==> src/rtl/spi_reg_pkg.sv <==
package spi_reg_pkg;
  localparam int unsigned DEF_ADDR_W  = 14;
  localparam int unsigned DEF_DATA_W  = 8;
  localparam int unsigned SYNC_STAGES = 2;
endpackage

==> src/rtl/spi_sync.sv <==
module spi_sync #(
  parameter int unsigned W      = 1,
  parameter int unsigned STAGES = 2,
  parameter logic [W-1:0] RST_VAL = '0
) (
  input  logic         clk_i,
  input  logic         rst_ni,
  input  logic [W-1:0] d_i,
  output logic [W-1:0] q_o
);
  logic [W-1:0] stg_q [STAGES];

  always_ff @(posedge clk_i or negedge rst_ni) begin
    if (!rst_ni) begin
      for (int i = 0; i < int'(STAGES); i++) stg_q[i] <= RST_VAL;
    end else begin
      stg_q[0] <= d_i;
      for (int i = 1; i < int'(STAGES); i++) stg_q[i] <= stg_q[i-1];
    end
  end

  assign q_o = stg_q[STAGES-1];
endmodule

==> src/rtl/spi_edge.sv <==
module spi_edge (
  input  logic clk_i,
  input  logic rst_ni,
  input  logic cpol_i,
  input  logic cpha_i,
  input  logic cs_act_i,
  input  logic sclk_s_i,
  output logic sample_o,
  output logic shift_o
);
  logic prev_q;
  logic rise, fall, lead, trail;

  always_ff @(posedge clk_i or negedge rst_ni) begin
    if (!rst_ni) prev_q <= 1'b0;
    else         prev_q <= sclk_s_i;
  end

  assign rise  = sclk_s_i & ~prev_q;
  assign fall  = ~sclk_s_i & prev_q;
  // leading edge leaves the idle level
  assign lead  = cpol_i ? fall : rise;
  assign trail = cpol_i ? rise : fall;

  assign sample_o = cs_act_i & (cpha_i ? trail : lead);
  assign shift_o  = cs_act_i & (cpha_i ? lead : trail);


  sample_shift_excl_chk: assert property (@(posedge clk_i) disable iff (!rst_ni)
    !(sample_o && shift_o));
endmodule

==> src/rtl/spi_engine.sv <==
module spi_engine #(
  parameter int unsigned ADDR_W = 14,
  parameter int unsigned DATA_W = 8
) (
  input  logic              clk_i,
  input  logic              rst_ni,
  input  logic              cs_act_i,
  input  logic              sample_i,
  input  logic              sdi_i,
  input  logic              lsb_first_i,
  output logic [ADDR_W-1:0] reg_addr_o,
  output logic [DATA_W-1:0] reg_wdata_o,
  output logic              reg_we_o,
  output logic              reg_re_o
);
  localparam int unsigned CW_W  = ADDR_W + 2;
  localparam int unsigned CNT_W = $clog2(CW_W + 1);
  localparam int unsigned BIT_W = $clog2(DATA_W);
  localparam logic [CNT_W-1:0] CTRL_LAST = CNT_W'(CW_W - 1);
  localparam logic [BIT_W-1:0] BYTE_LAST = BIT_W'(DATA_W - 1);

  logic [CW_W-1:0]   sh_q, nxt_sh;
  logic [CNT_W-1:0]  cnt_q;
  logic              cw_done_q, rw_q, burst_q, first_q;
  logic [ADDR_W-1:0] addr_q;
  logic [DATA_W-1:0] wdata_q;
  logic              we_q, re_q;
  logic              ctrl_last, byte_last;

  function automatic logic [ADDR_W-1:0] rev_a(input logic [ADDR_W-1:0] v);
    for (int i = 0; i < int'(ADDR_W); i++) rev_a[i] = v[ADDR_W-1-i];
  endfunction

  function automatic logic [DATA_W-1:0] rev_d(input logic [DATA_W-1:0] v);
    for (int i = 0; i < int'(DATA_W); i++) rev_d[i] = v[DATA_W-1-i];
  endfunction

  // one left shifter for both orders; LSB-first fields are mirrored on use
  assign nxt_sh    = {sh_q[CW_W-2:0], sdi_i};
  assign ctrl_last = !cw_done_q && (cnt_q == CTRL_LAST);
  assign byte_last = cw_done_q && (cnt_q[BIT_W-1:0] == BYTE_LAST);

  always_ff @(posedge clk_i or negedge rst_ni) begin
    if (!rst_ni) begin
      sh_q      <= '0;
      cnt_q     <= '0;
      cw_done_q <= 1'b0;
      rw_q      <= 1'b0;
      burst_q   <= 1'b0;
      first_q   <= 1'b0;
      addr_q    <= '0;
      wdata_q   <= '0;
      we_q      <= 1'b0;
      re_q      <= 1'b0;
    end else begin
      we_q <= 1'b0;
      re_q <= 1'b0;
      if ((we_q || re_q) && burst_q) addr_q <= addr_q + 1'b1;
      if (!cs_act_i) begin
        cnt_q     <= '0;
        cw_done_q <= 1'b0;
        first_q   <= 1'b0;
      end else if (sample_i) begin
        sh_q <= nxt_sh;
        if (ctrl_last) begin
          cnt_q     <= '0;
          cw_done_q <= 1'b1;
          first_q   <= 1'b1;
          rw_q      <= nxt_sh[CW_W-1];
          burst_q   <= nxt_sh[0];
          addr_q    <= lsb_first_i ? rev_a(nxt_sh[CW_W-2:1]) : nxt_sh[CW_W-2:1];
          re_q      <= nxt_sh[CW_W-1];
        end else if (byte_last) begin
          cnt_q   <= '0;
          first_q <= 1'b0;
          if (!rw_q && (burst_q || first_q)) begin
            we_q    <= 1'b1;
            wdata_q <= lsb_first_i ? rev_d(nxt_sh[DATA_W-1:0]) : nxt_sh[DATA_W-1:0];
          end
          // prefetch the next burst byte before its first bit is due
          if (rw_q && burst_q) re_q <= 1'b1;
        end else begin
          cnt_q <= cnt_q + 1'b1;
        end
      end
    end
  end

  assign reg_addr_o  = addr_q;
  assign reg_wdata_o = wdata_q;
  assign reg_we_o    = we_q;
  assign reg_re_o    = re_q;


  strobe_excl_chk: assert property (@(posedge clk_i) disable iff (!rst_ni)
    !(we_q && re_q));

  we_pulse_chk: assert property (@(posedge clk_i) disable iff (!rst_ni)
    we_q |=> !we_q);

  burst_inc_chk: assert property (@(posedge clk_i) disable iff (!rst_ni)
    (we_q || re_q) && burst_q |=> addr_q == $past(addr_q) + 1'b1);

  single_hold_chk: assert property (@(posedge clk_i) disable iff (!rst_ni)
    (we_q || re_q) && !burst_q |=> $stable(addr_q));

  we_after_sample_chk: assert property (@(posedge clk_i) disable iff (!rst_ni)
    $rose(we_q) |-> $past(sample_i && cs_act_i));
endmodule

==> src/rtl/spi_tx.sv <==
module spi_tx #(
  parameter int unsigned DATA_W = 8
) (
  input  logic              clk_i,
  input  logic              rst_ni,
  input  logic              cs_act_i,
  input  logic              shift_i,
  input  logic              lsb_first_i,
  input  logic              load_i,
  input  logic [DATA_W-1:0] load_data_i,
  output logic              sdo_o,
  output logic              sdo_oe_o
);
  localparam int unsigned BIT_W = $clog2(DATA_W);
  localparam logic [BIT_W-1:0] BYTE_LAST = BIT_W'(DATA_W - 1);

  logic [DATA_W-1:0] byte_q;
  logic [BIT_W-1:0]  idx_q, sel;
  logic              valid_q, sdo_q, oe_q;

  assign sel = lsb_first_i ? idx_q : (BYTE_LAST - idx_q);

  always_ff @(posedge clk_i or negedge rst_ni) begin
    if (!rst_ni) begin
      byte_q  <= '0;
      idx_q   <= '0;
      valid_q <= 1'b0;
      sdo_q   <= 1'b0;
      oe_q    <= 1'b0;
    end else if (!cs_act_i) begin
      oe_q    <= 1'b0;
      valid_q <= 1'b0;
      idx_q   <= '0;
    end else if (load_i) begin
      byte_q  <= load_data_i;
      valid_q <= 1'b1;
      idx_q   <= '0;
    end else if (shift_i) begin
      if (valid_q) begin
        sdo_q <= byte_q[sel];
        oe_q  <= 1'b1;
        idx_q <= idx_q + 1'b1;
        if (idx_q == BYTE_LAST) valid_q <= 1'b0;
      end else begin
        oe_q <= 1'b0;
      end
    end
  end

  assign sdo_o    = sdo_q;
  assign sdo_oe_o = oe_q;


  oe_idle_chk: assert property (@(posedge clk_i) disable iff (!rst_ni)
    !cs_act_i |=> !oe_q);

  sdo_on_shift_chk: assert property (@(posedge clk_i) disable iff (!rst_ni)
    !(shift_i && cs_act_i) |=> $stable(sdo_q));

  oe_rise_chk: assert property (@(posedge clk_i) disable iff (!rst_ni)
    $rose(oe_q) |-> $past(shift_i));
endmodule

==> src/rtl/spi_reg_port.sv <==
module spi_reg_port
  import spi_reg_pkg::*;
#(
  parameter int unsigned ADDR_W = DEF_ADDR_W,
  parameter int unsigned DATA_W = DEF_DATA_W
) (
  input  logic              clk_i,
  input  logic              rst_ni,
  input  logic              cpol_i,
  input  logic              cpha_i,
  input  logic              lsb_first_i,
  input  logic              cs_ni,
  input  logic              sclk_i,
  input  logic              sdi_i,
  output logic              sdo_o,
  output logic              sdo_oe_o,
  output logic [ADDR_W-1:0] reg_addr_o,
  output logic [DATA_W-1:0] reg_wdata_o,
  output logic              reg_we_o,
  output logic              reg_re_o,
  input  logic [DATA_W-1:0] reg_rdata_i
);
  logic [2:0] pins_s;
  logic       cs_act, sample, shift;

  // cs, sclk, sdi share one synchronizer so their skew is preserved
  spi_sync #(.W(3), .STAGES(SYNC_STAGES), .RST_VAL(3'b100)) u_sync (
    .clk_i (clk_i),
    .rst_ni(rst_ni),
    .d_i   ({cs_ni, sclk_i, sdi_i}),
    .q_o   (pins_s)
  );

  assign cs_act = ~pins_s[2];

  spi_edge u_edge (
    .clk_i   (clk_i),
    .rst_ni  (rst_ni),
    .cpol_i  (cpol_i),
    .cpha_i  (cpha_i),
    .cs_act_i(cs_act),
    .sclk_s_i(pins_s[1]),
    .sample_o(sample),
    .shift_o (shift)
  );

  spi_engine #(.ADDR_W(ADDR_W), .DATA_W(DATA_W)) u_engine (
    .clk_i      (clk_i),
    .rst_ni     (rst_ni),
    .cs_act_i   (cs_act),
    .sample_i   (sample),
    .sdi_i      (pins_s[0]),
    .lsb_first_i(lsb_first_i),
    .reg_addr_o (reg_addr_o),
    .reg_wdata_o(reg_wdata_o),
    .reg_we_o   (reg_we_o),
    .reg_re_o   (reg_re_o)
  );

  spi_tx #(.DATA_W(DATA_W)) u_tx (
    .clk_i      (clk_i),
    .rst_ni     (rst_ni),
    .cs_act_i   (cs_act),
    .shift_i    (shift),
    .lsb_first_i(lsb_first_i),
    .load_i     (reg_re_o),
    .load_data_i(reg_rdata_i),
    .sdo_o      (sdo_o),
    .sdo_oe_o   (sdo_oe_o)
  );
endmodule

==> config.mk <==
export PLATFORM = sky130hd
export DESIGN_NAME = spi_reg_port
export DESIGN_NICKNAME = d
export VERILOG_FILES = /design/src/rtl/spi_reg_pkg.sv /design/src/rtl/spi_sync.sv /design/src/rtl/spi_edge.sv /design/src/rtl/spi_engine.sv /design/src/rtl/spi_tx.sv /design/src/rtl/spi_reg_port.sv
export SDC_FILE = /design/constraint.sdc
export NUM_CORES = 1
export LEC_CHECK = 0
export BUFFER_PORTS_ARGS = -buffer_cell sky130_fd_sc_hd__buf_2
export CORE_MARGIN = 2
export CORE_UTILIZATION = 30
export CTS_CLUSTER_DIAMETER = 150
export DETAILED_ROUTE_END_ITERATION = 10
export PLACE_DENSITY_LB_ADDON = 0.2
export SLEW_MARGIN = 20
export SYNTH_ARGS = -nofsm -noshare
export SYNTH_HDL_FRONTEND = slang
export SYNTH_SLANG_ARGS = --single-unit
==> constraint.sdc <==
create_clock -name clk_i -period 2.3 [get_ports clk_i]
set_input_delay 0.345 -clock clk_i [delete_from_list [all_inputs] [get_ports clk_i]]
set_output_delay 0.345 -clock clk_i [all_outputs]
set_load 0.05 [all_outputs]
# --- Word level (Yosys, flattened, before mapping) ---
# Cells that the tools add are included.
totals:
  regBits: 69
  input_bits: 16
  out_inout_bits: 26
  elab_cells: 107
op_classes:
  add_sub_neg: 4
  magnitude_cmp: 1
  n_eq_ne: 4
  mux: 47
  bitwise: 9
  n_reduce_logical: 24
op_table:
  columns: ["operator", "count"]
  rows:
  - ["2-to-1 mux 14 bit", 5]
  - ["2-to-1 mux 1 bit", 31]
  - ["2-to-1 mux 5 bit", 4]
  - ["2-to-1 mux 3 bit", 5]
  - ["adder 14 x 1 -> 14 bit (second input constant)", 1]
  - ["AND reduction 2 bit", 6]
  - ["nonzero test 3 bit", 3]
  - ["2-to-1 mux 8 bit", 1]
  - ["== test 3 bit (second input constant)", 2]
  - ["nonzero test 2 bit", 3]
  - ["adder 5 x 1 -> 5 bit (second input constant)", 1]
  - ["== test 5 x 4 -> 1 bit (second input constant)", 1]
  - ["logical AND 1 bit", 5]
  - ["NOT 1 bit", 5]
  - ["AND reduction 5 bit", 1]
  - ["bitwise AND 1 bit", 4]
  - ["< comparator 3 x 4 -> 1 bit (second input constant)", 1]
  - ["AND reduction 4 bit", 1]
  - ["adder 3 x 1 -> 3 bit (second input constant)", 1]
  - ["binary-select mux 1 bit (select 3 bit)", 1]
  - ["AND reduction 3 bit", 1]
  - ["subtractor 3 bit (first input constant)", 1]
  - ["zero test 1 bit", 2]
  - ["logical OR 1 bit", 2]
  - ["inequality test 2 bit (second input constant)", 1]

# --- Depth between registers and ports, before layout ---
logic_depth:
  depth_word: 8
  ltp_mapped: 7
  ltp_nobuf: 7

# --- Cells and area by module ---
# A second synthesis with hierarchy kept.
hier_totals:
  cells_unflattened: 310
  hier_area_um2: 3417.0
modules_own_cells:
  columns: ["module", "n_inst", "cells_each", "area_each_um2", "seq_area_each_um2"]
  rows:
  - ["spi_engine", 1, 223, 2373.5, 1201.2]
  - ["spi_tx", 1, 71, 788.3, 350.3]
  - ["spi_sync", 1, 9, 175.2, 152.6]
  - ["spi_edge", 1, 6, 76.3, 25.0]
  - ["spi_reg_port", 1, 1, 3.8, 0.0]

# --- Worst setup path after synthesis ---
# OpenSTA, ideal clock, no wires.
synth_timing:
  path_type: "reg-to-reg"
  startpoint: "register u_sync.stg_q, in the netlist u_sync.q_o[1]"
  endpoint: "register u_engine.wdata_q[0] (netlist: u_engine.reg_wdata_o[0])"
  setup_time_ns: 0.125
  arrival_time_ns: 1.815
  t_required_ns: 2.175
  setup_slack_ns: 0.360
  path_stages_with_launch: 6
  n_path_buf: 1
  synth_period_minus_slack_ns: 1.940
  cell_sequence: "dfrtp_1 nor3b_1 mux2i_2 or4_1 buf_4 mux2_4"
synth_via:
  elab_chain_len: 6
  elab_cells_between_ends: 8
  cone_classes: "mux (3); bitwise (4); reduce/logical (1)"
synth_lines:
  columns: ["element", "line_no", "source"]
  rows:
  - ["from (decl)", "spi_sync.sv:11", "logic [W-1:0] stg_q [STAGES];"]
  - ["NOT 1 bit", "spi_edge.sv:20", "assign fall = ~sclk_s_i & prev_q;"]
  - ["bitwise AND 1 bit", "spi_edge.sv:20", null]
  - ["2-to-1 mux 1 bit (on tied branches)", "spi_edge.sv:22, spi_edge.sv:23", null]
  - ["2-to-1 mux 1 bit (*)", "spi_edge.sv:25", "assign sample_o = cs_act_i & (cpha_i ? trail : lead);"]
  - ["bitwise AND 1 bit (*)", "spi_edge.sv:25", null]
  - ["AND reduction 5 bit (no source line) (*)", null, null]
  - ["to (signal assigned)", "spi_engine.sv:78", "wdata_q <= lsb_first_i ? rev_d(nxt_sh[DATA_W-1:0]) : nxt_sh[DATA_W-1:0];"]
  - ["to (decl)", "spi_engine.sv:26", "logic [DATA_W-1:0] wdata_q;"]
# Every way passes the cells marked *; elsewhere a longest branch is shown, timed or not.
# A chain may end at the register's enable or synchronous reset.

# --- Worst setup path in the final report ---
layout_timing:
  startpoint: "register u_engine.cnt_q[0]"
  endpoint: "register u_engine.cnt_q[3]"
layout_via:
  elab_chain_len: 6
  elab_cells_between_ends: 9
  cone_classes: "add/sub (1); eq/ne (2); mux (4); reduce/logical (2)"
layout_lines:
  columns: ["element", "line_no", "source"]
  rows:
  - ["from (decl)", "spi_engine.sv:23", "logic [CNT_W-1:0] cnt_q;"]
  - ["from (signal assigned)", "spi_engine.sv:83", "cnt_q <= cnt_q + 1'b1;"]
  - ["parallel branches: the longest is 3 deep, another holds adder 5 x 1 -> 5 bit", null, null]
  - ["2-to-1 mux 5 bit (*)", "spi_engine.sv:65", "if (ctrl_last) begin"]
  - ["2-to-1 mux 5 bit (*)", "spi_engine.sv:63", "end else if (sample_i) begin"]
  - ["2-to-1 mux 5 bit (*)", "spi_engine.sv:59", "if (!cs_act_i) begin"]
# Mark *: on every way between the ends. The select of a mux whose other input is x is not followed.

==> summary.txt <==
Status
  • Status: complete, no violations

Global route
  • Met2 GRT Util: 0.170
  • Vias in the first global route: 2309
  • Largest net degree at the start of global routing: 70
  • Met3 usage: 0.0229
  • Top Usage Layer GRT: met1
  • GRT Util Overall: 0.122
  • Initial antenna violation count: 0
  • Gr ovfl total: 0
  • Met1 usage: 0.179
  • First-pass GRT wire length: 12.1 mm

Power
  • Register share of total power: 0.440
  • Power per Cell Area: 771 nW/um^2
  • Sw Share: 0.240
  • Post-layout total power: 3.23 mW
  • Net Switching: 0.776 mW
  • Pint: 2.45 mW
  • Clk pwr share: 0.464
  • Logic pwr share: 0.096
  • Peak VDD IR: 0.287 mV
  • P_leak: 1.96 nW

Critical path
  • Crit end category: flop
  • R2R Path Start: u_engine.cnt_q[0]
  • Highest net fanout along the worst path: 6
  • Crit Reg-Reg Endpoint: u_engine.cnt_q[3]
  • Startpoint Class: flop
  • Crit path required time: 2.56 ns
  • Crit-path cells: ha_1 > and3_1 > ha_1 > nand2b_1 > nand3_1 > or3b_2 > o2bb2ai_1
  • CP top delay family: simple AND/OR/NAND/NOR gates
  • CP dominant cell by count: ha_1
  • Critical path buffers and inverters: 0
  • Slowest library cell on the worst path: or3b_2
  • CP Class: flop to flop
  • R2R setup slack: 0.21 ns
  • WP data arrival: 2.35 ns
  • R2R depth: 7
  • Worst path max stage delay: 0.49 ns

Synth
  • Top FF cell, synth: dfrtp_1
  • Synth unique cells: 44
  • Mapped Nets: 299
  • Synth area leaders: dfrtp_1 49%, mux2i_1 12%, mux2_2 11%, mux2_4 3.5%, xnor2_1 3.3%
  • Post-synthesis async set-or-reset flop share: 1.00
  • Mapped Area: 3460 sq um
  • Synthesis-stage register bit count: 69
  • Dominant cell type by area after synthesis: dfrtp_1
  • Sequential share of the synthesized area: 0.500
  • Cells after Synth: 277
  • Synthesized area per cell: 12.5 sq um
  • Number of synthesized flops with an enable pin: 0
  • Yosys Warn Count: 0
  • Synth top area share: 0.485

Clock tree
  • Cts bufs inserted: 9
  • Clk buf depth: 2
  • Cts-stage hold buffer count: 0
  • Clk Latency, worst-skew pair: 0.33 ns
  • CTS resizes: 0
  • H-tree depth: 3
  • Clock Sinks: 69
  • Clock transition at path regs: 0.06 ns
  • Post-CTS Setup Bufs: 0
  • TritonCTS clock tree: yes
  • Root Buffer Master: clkbuf_16

Place
  • GPL Wtd Cong: 0.766
  • I/O Buffers: 41
  • Placed instance area: 3860 sq um
  • Dpl hpwl: 4.86 mm

Die
  • Die H: 111 um
  • CORE AREA: 11300 sq um
  • Starting density of the core: 0.305
  • Die X: 111 um
  • DIE AREA: 12400 sq um
  • Row cnt: 39
  • I/O Pins: 42

Timing
  • Slew HR: 0.513
  • Tcrit/Tclk final: 0.910
  • Max Fclk: 478 MHz
  • TNS Setup: 0 ns
  • Final setup fails: 0
  • Final Max Slew Viols: 0
  • RSZ-0062 raised after global routing: no
  • Slew @ Worst Pin: 0.731 ns
  • Min cycle time layout: 2.09 ns
  • Clk_skew: 0.00517 ns
  • Final hold vios: 0

Drt
  • Antenna Violating Nets Remaining: 0
  • DR WL/cell: 14.9 um
  • Vias: 2260
  • WL final: 7.08 mm
  • 1st-iter DRT viols: 72
  • Drt first pass iters: 4
  • DRC viols: 0
  • Vias/cell: 4.77

Flow run
  • Max-cap viol count: 0

Hold path
  • Hold Crit Class: input port to async pin

Layout
  • Design area: 4190 sq um
  • Area Growth Syn to Fin: 21.1%
  • # diodes: 0
  • Final #Nets: 348
  • Share of cells above drive strength 1: 0.350
Yosys cell counts (all sizes together) (2+ instances only):
library cell / instances
clkbuf: 5
a31o: 2
nor2b: 2
dfrtp: 67
mux2: 42
nand4b: 2
mux2i: 41
inv: 8
o21ai: 5
dfstp: 2
nor4: 4
nor3: 8
a21o: 3
nand3: 7
nand4: 3
ha: 6
nand3b: 5
xnor2: 14
or3b: 2
and3: 2
buf: 5
nor2: 12
nor3b: 4
a21oi: 4
nand2: 8
o22ai: 2
per-layer routing:
layer  vias to the layer above  routed length, um
met5                         -                  0
met4                         0                172
met3                        14                189
met2                        28               3040
met1                      1114               3670
li1                       1104                  -
flip-flops by register name (all words and copies together), names as in the netlist, 3 cells and up:
name / flops
u_tx.byte_q: 8
u_tx.idx_q: 3
u_sync.stg_q: 3
u_engine.sh_q: 15
u_engine.reg_wdata_o: 8
u_engine.cnt_q: 5
u_sync.q_o: 3
u_engine.reg_addr_o: 14
cells by family (layout without fill, tap and decap cells):
| family | after synthesis | count (layout) | share of synthesized area |
|---|---|---|---|
| multiplexers | 83 | 83 | 0.265 |
| flip-flops | 69 | 69 | 0.500 |
| AND/OR/NAND/NOR | 63 | 63 | 0.102 |
| AO/OA/AOI/OAI | 23 | 23 | 0.0456 |
| buffers and inverters | 18 | 72 | 0.0214 |
| XOR/XNOR | 15 | 15 | 0.0434 |
| adder cells (fa/ha/maj) | 6 | 6 | 0.0217 |
power by group through the flow:
stage | Clock, mW | Sequential (mW) | Combinational (mW)
3_3_place_gp | 0 | 1.44 | 0.318
3_5_place_dp | 0 | 1.44 | 0.316
6_report | 1.50 | 1.42 | 0.311
4_1_cts | 1.54 | 1.42 | 0.318
2_1_floorplan | 0 | 1.40 | 0.230
5_1_grt | 1.59 | 1.44 | 0.346
worst max-delay path by stage:
stage / from / end / slack [ns] / cells past startpoint
after global routing: u_engine.cnt_q[0] / u_engine.cnt_q[3] / 0.09 / 7
after global placement: u_engine.cnt_q[0] / u_engine.cnt_q[3] / 0.19 / 7
after floorplan: u_sync.q_o[1] / u_engine.reg_wdata_o[0] / 0.36 / 5
final: u_engine.cnt_q[0] / u_engine.cnt_q[3] / 0.21 / 7
after CTS: u_engine.cnt_q[0] / u_engine.cnt_q[3] / 0.21 / 7
after detailed placement: u_engine.cnt_q[0] / u_engine.cnt_q[3] / 0.22 / 7
metrics by stage:
stage | setup slack, ns | cells | hold slack [ns] | util
floorplan | 0.360 | 277 | 0.0494 | -
global placement | 0.192 | 458 | 0.333 | 0.341
detailed placement | 0.224 | 458 | 0.336 | 0.341
CTS | 0.212 | 474 | 0.0483 | 0.370
global route | 0.0878 | 474 | 0.0774 | 0.370
finish | 0.207 | 474 | 0.0278 | 0.370
cell type report:
| class | instances | area, sq um |
|---|---|---|
| Fill cell | 1127 | 7130 |
| Sequential cell | 69 | 1730 |
| Multi-Input combinational cell | 190 | 1650 |
| Timing Repair Buffer | 48 | 270 |
| Clock buffer | 10 | 239 |
| Tap cell | 143 | 179 |
| Clock inverter | 6 | 86.3 |
| Inverter | 8 | 30.0 |
layout by cell type (no fill, tap or decap), types with 3 or more instances in the layout:
cell type / n
nor4_1: 4
a21o_1: 3
dfrtp_1: 67
nand2_1: 8
nor3b_1: 4
buf_4: 6
clkbuf_16: 9
inv_1: 8
nand4_1: 3
xnor2_1: 13
a21oi_1: 4
mux2_2: 34
nor2_1: 11
nand3_1: 7
buf_2: 41
mux2i_1: 40
nor3_1: 8
ha_1: 6
o21ai_0: 5
mux2_4: 8
nand3b_1: 5
Power figures use the tool's default switching activity.
